## src/rtl/arb_cfg_pkg.sv

```systemverilog
package arb_cfg_pkg;
    localparam int ARB_TYPE_BIT = 24;
    localparam int POL_LSB      = 16;
    localparam int FIX_LSB      = 18;
    localparam int FIX_W        = 4;
    localparam int SLOT_W       = 8;
    localparam int PRIO_W       = 4;
    localparam int WORD_W       = 32;
    localparam int PRIO_PER_WORD = WORD_W / PRIO_W;

    localparam logic [1:0] REG_CFG     = 2'd0;
    localparam logic [1:0] REG_PRIO_LO = 2'd1;
    localparam logic [1:0] REG_PRIO_HI = 2'd2;

    typedef enum logic [1:0] {
        ARB_IDLE  = 2'd0,
        ARB_PARK  = 2'd1,
        ARB_BURST = 2'd2
    } arb_state_e;

    typedef enum logic [1:0] {
        POL_NONE  = 2'd0,
        POL_LAST  = 2'd1,
        POL_FIXED = 2'd2,
        POL_RSVD  = 2'd3
    } park_pol_e;
endpackage

```

## src/rtl/arb_rr_pick.sv

```systemverilog
module arb_rr_pick #(
    parameter int N_MST = 10,
    parameter int ID_W  = 4
) (
    input  logic [N_MST-1:0] req,
    input  logic [ID_W-1:0]  last_id,
    output logic             found,
    output logic [ID_W-1:0]  win_id
);
    logic             found_hi;
    logic [ID_W-1:0]  win_hi;
    logic             found_lo;
    logic [ID_W-1:0]  win_lo;

    // first requester strictly above the last owner
    always_comb begin
        found_hi = 1'b0;
        win_hi   = '0;
        for (int m = 0; m < N_MST; m++) begin
            if (!found_hi && req[m] && (ID_W'(m) > last_id)) begin
                found_hi = 1'b1;
                win_hi   = ID_W'(m);
            end
        end
    end

    // wrap: first requester at or below the last owner
    always_comb begin
        found_lo = 1'b0;
        win_lo   = '0;
        for (int m = 0; m < N_MST; m++) begin
            if (!found_lo && req[m] && (ID_W'(m) <= last_id)) begin
                found_lo = 1'b1;
                win_lo   = ID_W'(m);
            end
        end
    end

    assign found  = found_hi | found_lo;
    assign win_id = found_hi ? win_hi : win_lo;
endmodule

```

## src/rtl/arb_prio_pick.sv

```systemverilog
module arb_prio_pick #(
    parameter int N_MST  = 10,
    parameter int ID_W   = 4,
    parameter int PRIO_W = 4
) (
    input  logic [N_MST-1:0]             req,
    input  logic [N_MST-1:0][PRIO_W-1:0] prio,
    output logic                         found,
    output logic [ID_W-1:0]              win_id
);
    logic [PRIO_W-1:0] best;

    // strict compare keeps the lowest index on a tie
    always_comb begin
        found  = 1'b0;
        win_id = '0;
        best   = '0;
        for (int m = 0; m < N_MST; m++) begin
            if (req[m] && (!found || (prio[m] > best))) begin
                found  = 1'b1;
                win_id = ID_W'(m);
                best   = prio[m];
            end
        end
    end
endmodule

```

## src/rtl/arb_slot_timer.sv

```systemverilog
module arb_slot_timer #(
    parameter int SLOT_W = 8
) (
    input  logic              clk,
    input  logic              rst_n,
    input  logic              start,
    input  logic              run,
    input  logic [SLOT_W-1:0] lim_in,
    output logic              expire,
    output logic [SLOT_W-1:0] cnt,
    output logic [SLOT_W-1:0] lim
);
    logic [SLOT_W-1:0] cnt_q;
    logic [SLOT_W-1:0] lim_q;

    always_ff @(posedge clk or negedge rst_n) begin
        if (!rst_n) begin
            cnt_q <= '0;
            lim_q <= '0;
        end else if (start) begin
            cnt_q <= '0;
            lim_q <= lim_in;
        end else if (run && (lim_q != '0)) begin
            cnt_q <= cnt_q + 1'b1;
        end
    end

    assign expire = run && (lim_q != '0) && (cnt_q == lim_q - 1'b1);
    assign cnt    = cnt_q;
    assign lim    = lim_q;
endmodule

```

## src/rtl/slave_arbiter.sv

```systemverilog
module slave_arbiter
    import arb_cfg_pkg::*;
#(
    parameter int N_MST = 10
) (
    input  logic             clk,
    input  logic             rst_n,
    input  logic [N_MST-1:0] req,
    input  logic             beat_valid,
    input  logic             beat_last,
    input  logic             cfg_we,
    input  logic [1:0]       cfg_addr,
    input  logic [31:0]      cfg_wdata,
    output logic [N_MST-1:0] grant,
    output logic [3:0]       grant_id,
    output logic             grant_valid
);
    localparam int ID_W = FIX_W;

    // configuration fields
    logic                         mode_prio_q;
    park_pol_e                    pol_q;
    logic [FIX_W-1:0]             fix_id_q;
    logic [SLOT_W-1:0]            slot_q;
    logic [N_MST-1:0][PRIO_W-1:0] prio_q;
    logic                         unused_wdata;

    // arbitration state
    arb_state_e        state_q, state_d;
    logic [ID_W-1:0]   own_q, own_d;
    logic [ID_W-1:0]   last_q;
    logic              last_vld_q;

    logic              rr_found, pr_found, any_found;
    logic [ID_W-1:0]   rr_win, pr_win, win_id;
    logic              own_req;
    logic              arb_pt;
    logic              slot_start;
    logic              expire;
    logic [SLOT_W-1:0] slot_cnt;
    logic [SLOT_W-1:0] slot_lim;

    assign unused_wdata = ^cfg_wdata;

    // register writes: configuration word
    always_ff @(posedge clk or negedge rst_n) begin
        if (!rst_n) begin
            mode_prio_q <= 1'b0;
            pol_q       <= POL_NONE;
            fix_id_q    <= '0;
            slot_q      <= '0;
        end else if (cfg_we && (cfg_addr == REG_CFG)) begin
            mode_prio_q <= cfg_wdata[ARB_TYPE_BIT];
            pol_q       <= park_pol_e'(cfg_wdata[POL_LSB +: 2]);
            fix_id_q    <= cfg_wdata[FIX_LSB +: FIX_W];
            slot_q      <= cfg_wdata[SLOT_W-1:0];
        end
    end

    // register writes: one priority nibble per master, word chosen by index
    for (genvar m = 0; m < N_MST; m++) begin : g_prio
        localparam logic [1:0] WORD_SEL = (m < PRIO_PER_WORD) ? REG_PRIO_LO : REG_PRIO_HI;
        localparam int         NIB_LSB  = PRIO_W * (m % PRIO_PER_WORD);
        always_ff @(posedge clk or negedge rst_n) begin
            if (!rst_n) begin
                prio_q[m] <= '0;
            end else if (cfg_we && (cfg_addr == WORD_SEL)) begin
                prio_q[m] <= cfg_wdata[NIB_LSB +: PRIO_W];
            end
        end
    end

    arb_rr_pick #(.N_MST(N_MST), .ID_W(ID_W)) u_rr (
        .req     (req),
        .last_id (last_q),
        .found   (rr_found),
        .win_id  (rr_win)
    );

    arb_prio_pick #(.N_MST(N_MST), .ID_W(ID_W), .PRIO_W(PRIO_W)) u_prio (
        .req     (req),
        .prio    (prio_q),
        .found   (pr_found),
        .win_id  (pr_win)
    );

    assign any_found = mode_prio_q ? pr_found : rr_found;
    assign win_id    = mode_prio_q ? pr_win   : rr_win;
    assign own_req   = |(req & grant);

    arb_slot_timer #(.SLOT_W(SLOT_W)) u_slot (
        .clk    (clk),
        .rst_n  (rst_n),
        .start  (slot_start),
        .run    (state_q == ARB_BURST),
        .lim_in (slot_q),
        .expire (expire),
        .cnt    (slot_cnt),
        .lim    (slot_lim)
    );

    // next-state decision
    always_comb begin
        state_d    = state_q;
        own_d      = own_q;
        slot_start = 1'b0;
        unique case (state_q)
            ARB_IDLE, ARB_PARK: arb_pt = 1'b1;
            ARB_BURST: arb_pt = (beat_valid && beat_last) || expire ||
                                (!own_req && !beat_valid);
            default:   arb_pt = 1'b1;
        endcase
        if (arb_pt) begin
            if (any_found) begin
                state_d    = ARB_BURST;
                own_d      = win_id;
                slot_start = 1'b1;
            end else begin
                unique case (pol_q)
                    POL_LAST: begin
                        state_d = last_vld_q ? ARB_PARK : ARB_IDLE;
                        own_d   = last_q;
                    end
                    POL_FIXED: begin
                        state_d = (int'(fix_id_q) < N_MST) ? ARB_PARK : ARB_IDLE;
                        own_d   = fix_id_q;
                    end
                    POL_NONE, POL_RSVD: begin
                        state_d = ARB_IDLE;
                        own_d   = '0;
                    end
                    default: begin
                        state_d = ARB_IDLE;
                        own_d   = '0;
                    end
                endcase
            end
        end
    end

    // state register
    always_ff @(posedge clk or negedge rst_n) begin
        if (!rst_n) begin
            state_q    <= ARB_IDLE;
            own_q      <= '0;
            last_q     <= ID_W'(N_MST - 1);
            last_vld_q <= 1'b0;
        end else begin
            state_q <= state_d;
            own_q   <= own_d;
            if (arb_pt && any_found) begin
                last_q     <= win_id;
                last_vld_q <= 1'b1;
            end
        end
    end

    // outputs
    always_comb begin
        grant_valid = (state_q != ARB_IDLE);
        grant_id    = grant_valid ? own_q : '0;
        for (int m = 0; m < N_MST; m++) begin
            grant[m] = grant_valid && (own_q == ID_W'(m));
        end
    end
endmodule

```

## config.mk

```make
export PLATFORM = sky130hd
export DESIGN_NAME = slave_arbiter
export DESIGN_NICKNAME = d
export VERILOG_FILES = /design/src/rtl/arb_cfg_pkg.sv /design/src/rtl/arb_rr_pick.sv /design/src/rtl/arb_prio_pick.sv /design/src/rtl/arb_slot_timer.sv /design/src/rtl/slave_arbiter.sv
export SDC_FILE = /design/constraint.sdc
export NUM_CORES = 1
export LEC_CHECK = 0
export BUFFER_PORTS_ARGS = -buffer_cell sky130_fd_sc_hd__buf_2
export CORE_ASPECT_RATIO = 2
export CORE_MARGIN = 8
export CORE_UTILIZATION = 25
export CTS_CLUSTER_DIAMETER = 30
export CTS_CLUSTER_SIZE = 40
export DETAILED_ROUTE_END_ITERATION = 10
export PLACE_DENSITY = 0.45
export SLEW_MARGIN = 20
export SYNTH_ARGS = -nofsm -noshare
export SYNTH_HDL_FRONTEND = slang
export SYNTH_SLANG_ARGS = --single-unit
```

## constraint.sdc

```tcl
create_clock -name clk -period 25.7 [get_ports clk]
set_input_delay 5.14 -clock clk [delete_from_list [all_inputs] [get_ports clk]]
set_output_delay 5.14 -clock clk [all_outputs]
set_load 0.01 [all_outputs]
```

[After elaboration in Yosys (flattened, before gate mapping)]
Cells that the tools add are included.
Operators by class
  mux-type cells: 81
  reductions and logical operators: 113
  order comparisons: 30
  add/subtract/negate cells: 2
  eq/ne operators: 16
  bitwise gates (word level): 2
Operators with widths (number)
  two-way mux 4 bit: 19
  logical AND 1 bit: 65
  two-way mux 1 bit: 39
  greater-than comparator 4 bit: 9
  two-way mux 3 bit: 12
  logical NOT 1 bit: 29
  equality test 4 x 3 -> 1 bit (second input constant): 4
  greater-than comparator 3 x 4 -> 1 bit (first input constant): 4
  less-or-equal comparator 3 x 4 -> 1 bit (first input constant): 4
  two-way mux 8 bit: 2
  two-way mux 2 bit: 7
  case mux 4 bit (3 select lines): 1
  logical OR 1 bit: 11
  bitwise AND 10 bit: 1
  OR reduction 10 bit: 1
  adder 8 x 1 -> 8 bit (second input constant): 1
  equality test 2 bit (second input constant): 4
  equality test 4 x 2 -> 1 bit (second input constant): 2
  equality test 4 bit (second input constant): 2
  equality test 8 bit: 1
  greater-than comparator 1 x 4 -> 1 bit (first input constant): 2
  greater-than comparator 2 x 4 -> 1 bit (first input constant): 2
  greater-than comparator 4 bit (first input constant): 2
  less-or-equal comparator 1 x 4 -> 1 bit (first input constant): 2
  13 further kinds: 18
Storage, ports and cells
  output and inout port bits: 15
  bits of input ports: 49
  logic and storage cells: 264
  register bits after elaboration: 82

[Logic depth before layout (Yosys ltp)]
Gate-level depths: netlist of run 1.
  word-level depth: 44
  gate-level depth with buffers: 74
  depth with buffers taken out: 71

[By module]
A second synthesis of run 1 with hierarchy kept.
Unflattened totals
  cells, all modules: 624
  area total of the unflattened synthesis: 6127.1 um^2
By module, submodules not included
  slave_arbiter: cells each 226, instances 1, area an instance 2995.4 um^2, sequential area each 1654.1 um^2
  arb_prio_pick: cells each 222, instances 1, area an instance 1656.6 um^2, sequential area each 0.0 um^2
  arb_slot_timer: cells each 95, instances 1, area an instance 975.9 um^2, sequential area each 400.4 um^2
  arb_rr_pick: cells each 81, instances 1, area an instance 499.2 um^2, sequential area each 0.0 um^2

[Worst setup path after synthesis of run 1]
OpenSTA, ideal clock, no wires.
  path kind: input-to-reg
  start point: input port req[0]
  end point: register own_q[3]
  setup time: 133 ps
  stages on the path: 68
  data required time: 25567 ps
  slack: 7706 ps
  path buffers: 5
  arrival time: 17861 ps
  cell sequence: buf_2 -> nand2_1 -> ha_1 -> nor2b_1 -> o211ai_1 -> nand2_1 -> a31oi_1 -> a22o_1 -> inv_1 -> ha_1 -> nand2_1 -> o31ai_1 -> a21o_1 -> buf_2 -> mux2i_1 -> ha_1 -> nand4_1 -> o21ai_1 -> (+32 left out) -> nor2b_1 -> o21ai_0 -> nand2b_1 -> a21oi_1 -> o21ai_0 -> nand2_1 -> a31oi_1 -> a21boi_0 -> ha_1 -> nor2b_1 -> o21ai_0 -> nand2b_1 -> a21oi_1 -> o21ai_0 -> a221o_1 -> a21boi_0 -> nor3_1 -> a21oi_1
On the way
  word-level cells in the longest chain between the ends: 41
  elaborated cells on any way between the ends: 148
  those cells by class: order compare (9); mux (50); bitwise (2); reduce/logical (87)
Ends and longest elaborated chain
  start: declaration: line slave_arbiter.sv:8  | input logic [N_MST-1:0] req,
  branches (longest 41 deep; another with greater-than comparator 4 bit)
  end signal: assignment: line slave_arbiter.sv:150  | own_q <= own_d;
  end: declaration: line slave_arbiter.sv:30  | logic [ID_W-1:0] own_q, own_d;
Parallel ways; which one is timed is not known.
A chain may end at the register's enable or synchronous reset.

[Worst setup path after layout of run 1]
Ends and elaborated chain as after synthesis.

==> results of run 1 <==
## critical path: cells and delay by family
family                     cells  cell delay (ns)
adders and majority gates      9             2.70
AOI/OAI and AO/OA             38             8.80
and+or+nand+nor               15             2.38
muxes                          2             0.56
buffers and inverters          3             0.38
## how the worst max path moves through the flow
stage	slack (ns)	start	end
after floorplan	7.71	req[0]	own_q[3]
after detailed placement	5.65	req[0]	own_q[3]
after CTS	5.98	req[0]	own_q[3]
final	5.94	req[0]	own_q[3]
after global placement	6.10	req[0]	own_q[3]
after global routing	4.60	req[0]	own_q[3]
## per-layer routing
metal | share of wire, % | global-route usage (%)
met3 | 3.9 | 2.35
met2 | 48 | 20.5
met4 | 1.8 | 4.25
met1 | 46 | 15.2
met5 | 0 | 0
## stage by stage
| step | instances | hold slack [ns] | setup WS, ns | area, µm² |
|---|---|---|---|---|
| after CTS | 963 | 0.492 | 5.98 | 6850 |
| after detailed placement | 947 | 0.479 | 5.65 | 6560 |
| after global placement | 947 | 0.469 | 6.10 | 6560 |
| final | 963 | 0.491 | 5.94 | 6850 |
| after floorplan | 619 | 0.441 | 7.71 | 5950 |
| after global routing | 963 | 0.518 | 4.60 | 6850 |
## power by group through the flow
stage / clock network, mW / registers [mW] / logic [mW]
floorplan: 0 / 0.184 / 0.403
global placement: 0 / 0.218 / 0.487
detailed placement: 0 / 0.218 / 0.491
CTS: 0.134 / 0.216 / 0.495
global route: 0.139 / 0.223 / 0.556
finish: 0.129 / 0.215 / 0.492
## state kept, by name, summed over array words and instances (netlist names)
name,count
u_slot.lim,8
state_q,2
u_slot.cnt,8
prio_q,40
slot_q,8
own_q,4
last_q,4
mode_prio_q,1
pol_q,2
fix_id_q,4
last_vld_q,1
## cells in the final DEF, fill, tap and decap left out, drive strengths merged, types with 8 or more instances in the layout
cell type  instances
dfrtp             80
mux2              69
buf               68
nor2              41
nand2             41
a21oi             40
inv               39
ha                37
o21ai             30
nor3              18
xor2              10
nor2b             10
clkbuf            10
nand3              9
and2               8
nand2b             8
o31a               8
o211ai             8
## cell type report
cell class,count,share of cell area [%]
tap,287,5.24
timing repair buffer,68,5.18
sequential,82,30.0
clock buffer,10,3.49
clock inverter,6,0.858
inverter,37,2.03
multi-input combinational,473,53.2
## cell families (layout without fill, tap and decap cells)
group | after synthesis | count (layout) | synth area share [%]
AOI/OAI and AO/OA | 164 | 164 | 20.4
xor gates and xnor gates | 17 | 17 | 2.50
adders and majority gates | 37 | 37 | 7.78
buffers and inverters | 64 | 121 | 4.25
DFF | 82 | 82 | 34.5
muxes | 78 | 78 | 15.1
and+or+nand+nor | 177 | 177 | 15.5
==> run summary, run 1 <==
Max clock buf depth -> 2
Post-route DRC -> 0
area of the multi-input gates -> 3650 µm²
vias per cell -> 5.09
Post-DRT Antenna Nets -> 0
clock period minus worst slack -> 19.76 ns
Top FF cell, synth -> dfrtp_1
final layout net count -> 757
vias in the first global route -> 5121
CTS buffer count -> 9
synthesized net count -> 705
#FFs+latches synth -> 82
Placer Congestion -> 0.821
router iterations before antenna repair -> 5
Hold Crit Depth -> 2
pwr dens -> 122 nW/µm²
DR iter-0 viols -> 313
final wirelength -> 17200 µm
cell mode on critical path -> a21oi_1
Worst slew margin -> 35.3%
CTS Root Cell -> clkbuf_16
mapped cell area -> 5950 µm²
Wirelength per Cell -> 17.9 µm
max incr delay on CP -> 0.85 ns
global-route wire length before repair -> 28100 µm
crit path DAT -> 19.99 ns
routed via count -> 4902
setup TNS -> 0 ns
Initial Util -> 25.2%
Die Height -> 234 µm
r2r endpoint -> own_q[3]
status -> completed
switch share -> 45.6%
Comb power frac -> 58.9%
area leader, netlist -> dfrtp_1
I/O pins -> 64
Die Area -> 29300 µm²
CTS resizes -> 0
initial antenna violation count -> 0
Critical Path Source Type -> input port
CP Class -> input port to register
Synth Instances -> 619
Period Utilization, post-route -> 76.9%
PortBufs -> 63
HP Start -> slot_q[1]
CTS tree -> done
Seq pwr share -> 25.8%
Hold Buf Count CTS -> 0
path depth of the worst reg2reg path -> 66
core footprint -> 23600 µm²
P_sw -> 381 µW
worst skew pair latency -> 0.35 ns
dpl hpwl -> 13500 µm
R2R setup slack -> 10.54 ns
clk slew on worst S/H paths -> 0.07 ns
largest net degree at the start of global routing -> 44
CTS Sinks -> 82
WP data required -> 25.93 ns
commonest cells in the netlist -> dfrtp_1, mux2_2, nand2_1, nor2_1, a21oi_1
Synth-to-Final Area Change -> 15.2%
P_int -> 455 µW
FMAX -> 50.6 MHz
YS warnings -> 0
Pleak -> 2.97 nW
sequential area share after synthesis -> 34.5%
Finished Core Util -> 29.0%
count leader, synth -> dfrtp_1
post-synth top area share -> 33.6%
Final Hold Viols -> 0
share of layout cells above drive strength 1 -> 26.9%
fill cell total of the finished layout -> 2533
Endpoint, Worst Hold -> u_slot.lim[1]
H-tree depth -> 3
setup violators final -> 0
Crit Path Max Fanout -> 17
sequential cell area -> 2050 µm²
clock share of power -> 15.4%
syn avg cell area -> 9.61 µm²
post-CTS setup buffer count -> 0
max_cap viols -> 0
Row Count -> 80
Slew @ Worst Pin -> 0.971 ns
Hold Path Class -> register to register
EDFF count, synth -> 0
worst r2r src -> prio_q[1]
GR Overflow Total -> 0
Final Max Tran Viols -> 0
Post-synth ARST share -> 100%
ranking of synthesized cells by area -> dfrtp_1, mux2_2, ha_1
GRT Resource Usage Total -> 12.2%
RSZ-0062 raised after global routing -> false
Die W -> 125 µm
# diodes -> 0
CP Capture Type -> register
slowest CP cell -> o32ai_2
Unique masters post-synth -> 78
Clock Skew -> 0.00744 ns
VDD IR max -> 44.0 µV
total power -> 836 µW
Power figures use the tool's default switching activity.
==> inputs of run 2 (changes only) <==
==> constraint.sdc (replaced) <==
create_clock -name clk -period 20.3 [get_ports clk]
set_input_delay 4.06 -clock clk [delete_from_list [all_inputs] [get_ports clk]]
set_output_delay 4.06 -clock clk [all_outputs]
set_load 0.01 [all_outputs]
==> run summary, run 2 (same netlist as run 1, synthesis figures left out) <==
status -> completed
Post-route DRC -> 0
H-tree depth -> 3
clk slew on worst S/H paths -> 0.07 ns
Placer Congestion -> 0.821
PortBufs -> 63
commonest cells after routing, fill and taps aside -> dfrtp_1, mux2_2, buf_2, nor2_1, nand2_1
max reg flops -> 40
Die Height -> 234 µm
max incr delay on CP -> 0.54 ns
setup TNS -> 0 ns
CTS tree -> done
Synth-to-Final Area Change -> 15.1%
Hold Buf Count CTS -> 0
worst skew pair latency -> 0.35 ns
GRT Resource Usage Total -> 12.3%
Row Count -> 80
sequential cell area -> 2050 µm²
Worst slew margin -> 36.0%
VDD IR max -> 50.1 µV
final layout net count -> 757
CP Capture Type -> register
dpl hpwl -> 13500 µm
clock period minus worst slack -> 18.65 ns
largest net degree at the start of global routing -> 44
pwr dens -> 154 nW/µm²
Crit Path Max Fanout -> 17
final wirelength -> 17200 µm
Pleak -> 2.97 nW
Die W -> 125 µm
Max clock buf depth -> 2
GR Overflow Total -> 0
routed via count -> 4907
max_cap viols -> 0
Slew @ Worst Pin -> 0.959 ns
FMAX -> 53.6 MHz
global-route wire length before repair -> 28300 µm
setup violators final -> 0
post-CTS setup buffer count -> 0
vias per cell -> 5.10
slowest CP cell -> a311oi_4
vias in the first global route -> 5145
I/O pins -> 64
# diodes -> 0
Period Utilization, post-route -> 91.9%
area of the multi-input gates -> 3650 µm²
Critical Path Source Type -> input port
Top reg by flops -> prio_q
Final Hold Viols -> 0
Initial Util -> 25.2%
commonest non-fill, non-tap cell in the layout -> dfrtp_1
post-place setup slack -> 1.31 ns
Hold Path Class -> register to register
initial antenna violation count -> 0
WP data required -> 20.53 ns
fill cell total of the finished layout -> 2513
CTS Sinks -> 82
path depth of the worst reg2reg path -> 66
CTS resizes -> 0
RSZ-0062 raised after global routing -> false
CTS buffer count -> 9
Clock Skew -> 0.00621 ns
CP Class -> input port to register
Setup WS post-layout -> 1.65 ns
core footprint -> 23600 µm²
Wirelength per Cell -> 17.9 µm
CTS Root Cell -> clkbuf_16
share of layout cells above drive strength 1 -> 26.9%
Final Max Tran Viols -> 0
Post-DRT Antenna Nets -> 0
router iterations before antenna repair -> 5
Die Area -> 29300 µm²
crit path DAT -> 18.88 ns
DR iter-0 viols -> 252
Hold Crit Depth -> 1
run 2: worst max-delay path: cells and delay by family:
| kind | cells | cell delay, ns |
|---|---|---|
| compound gates | 37 | 8.58 |
| fa+ha+maj | 9 | 2.64 |
| simple gates | 16 | 2.50 |
| mux | 2 | 0.69 |
| buf+inv | 3 | 0.38 |
run 2: area by class of cell:
type / instances / area share [%]
Clock buffer: 9 / 3.29
Clock inverter: 7 / 0.950
Inverter: 37 / 2.03
Multi-Input combinational cell: 473 / 53.3
Sequential cell: 82 / 30.0
Tap cell: 287 / 5.24
Timing Repair Buffer: 68 / 5.19
run 2: through the flow:
stage	hold slack [ns]	cells	area [µm²]	util, %	power (mW)
2_1_floorplan	0.441	619	5950	-	0.743
3_3_place_gp	0.469	947	6560	27.8	0.893
3_5_place_dp	0.479	947	6560	27.8	0.901
4_1_cts	0.493	963	6850	29.0	1.07
5_1_grt	0.518	963	6850	29.0	1.16
6_report	0.496	963	6850	29.0	1.06
run 2: per-layer routing:
metal	vias to the layer above	wire, µm	global-route usage [%]	share of wire, %
li1	2407	-	-	-
met1	2371	7980	15.4	46
met2	110	8190	20.5	47
met5	-	0	0	0
met4	0	391	5.36	2.3
met3	19	691	2.05	4.0
run 2: final timing paths:
kind | startpoint | to | slack (ns)
hold / removal | last_vld_q | last_vld_q | 0.50
setup reg to reg | prio_q[1] | own_q[3] | 5.17
min in group asynchronous | rst_n | prio_q[17] | 3.67
hold reg to reg | last_vld_q | last_vld_q | 0.50
max in group asynchronous | rst_n | u_slot.cnt[0] | 15.66
setup / recovery | req[0] | own_q[3] | 1.65
run 2: where the power goes:
part           internal (mW)  switching, mW
clock                 0.0850         0.0745
sequential             0.205         0.0685
combinational          0.282          0.341
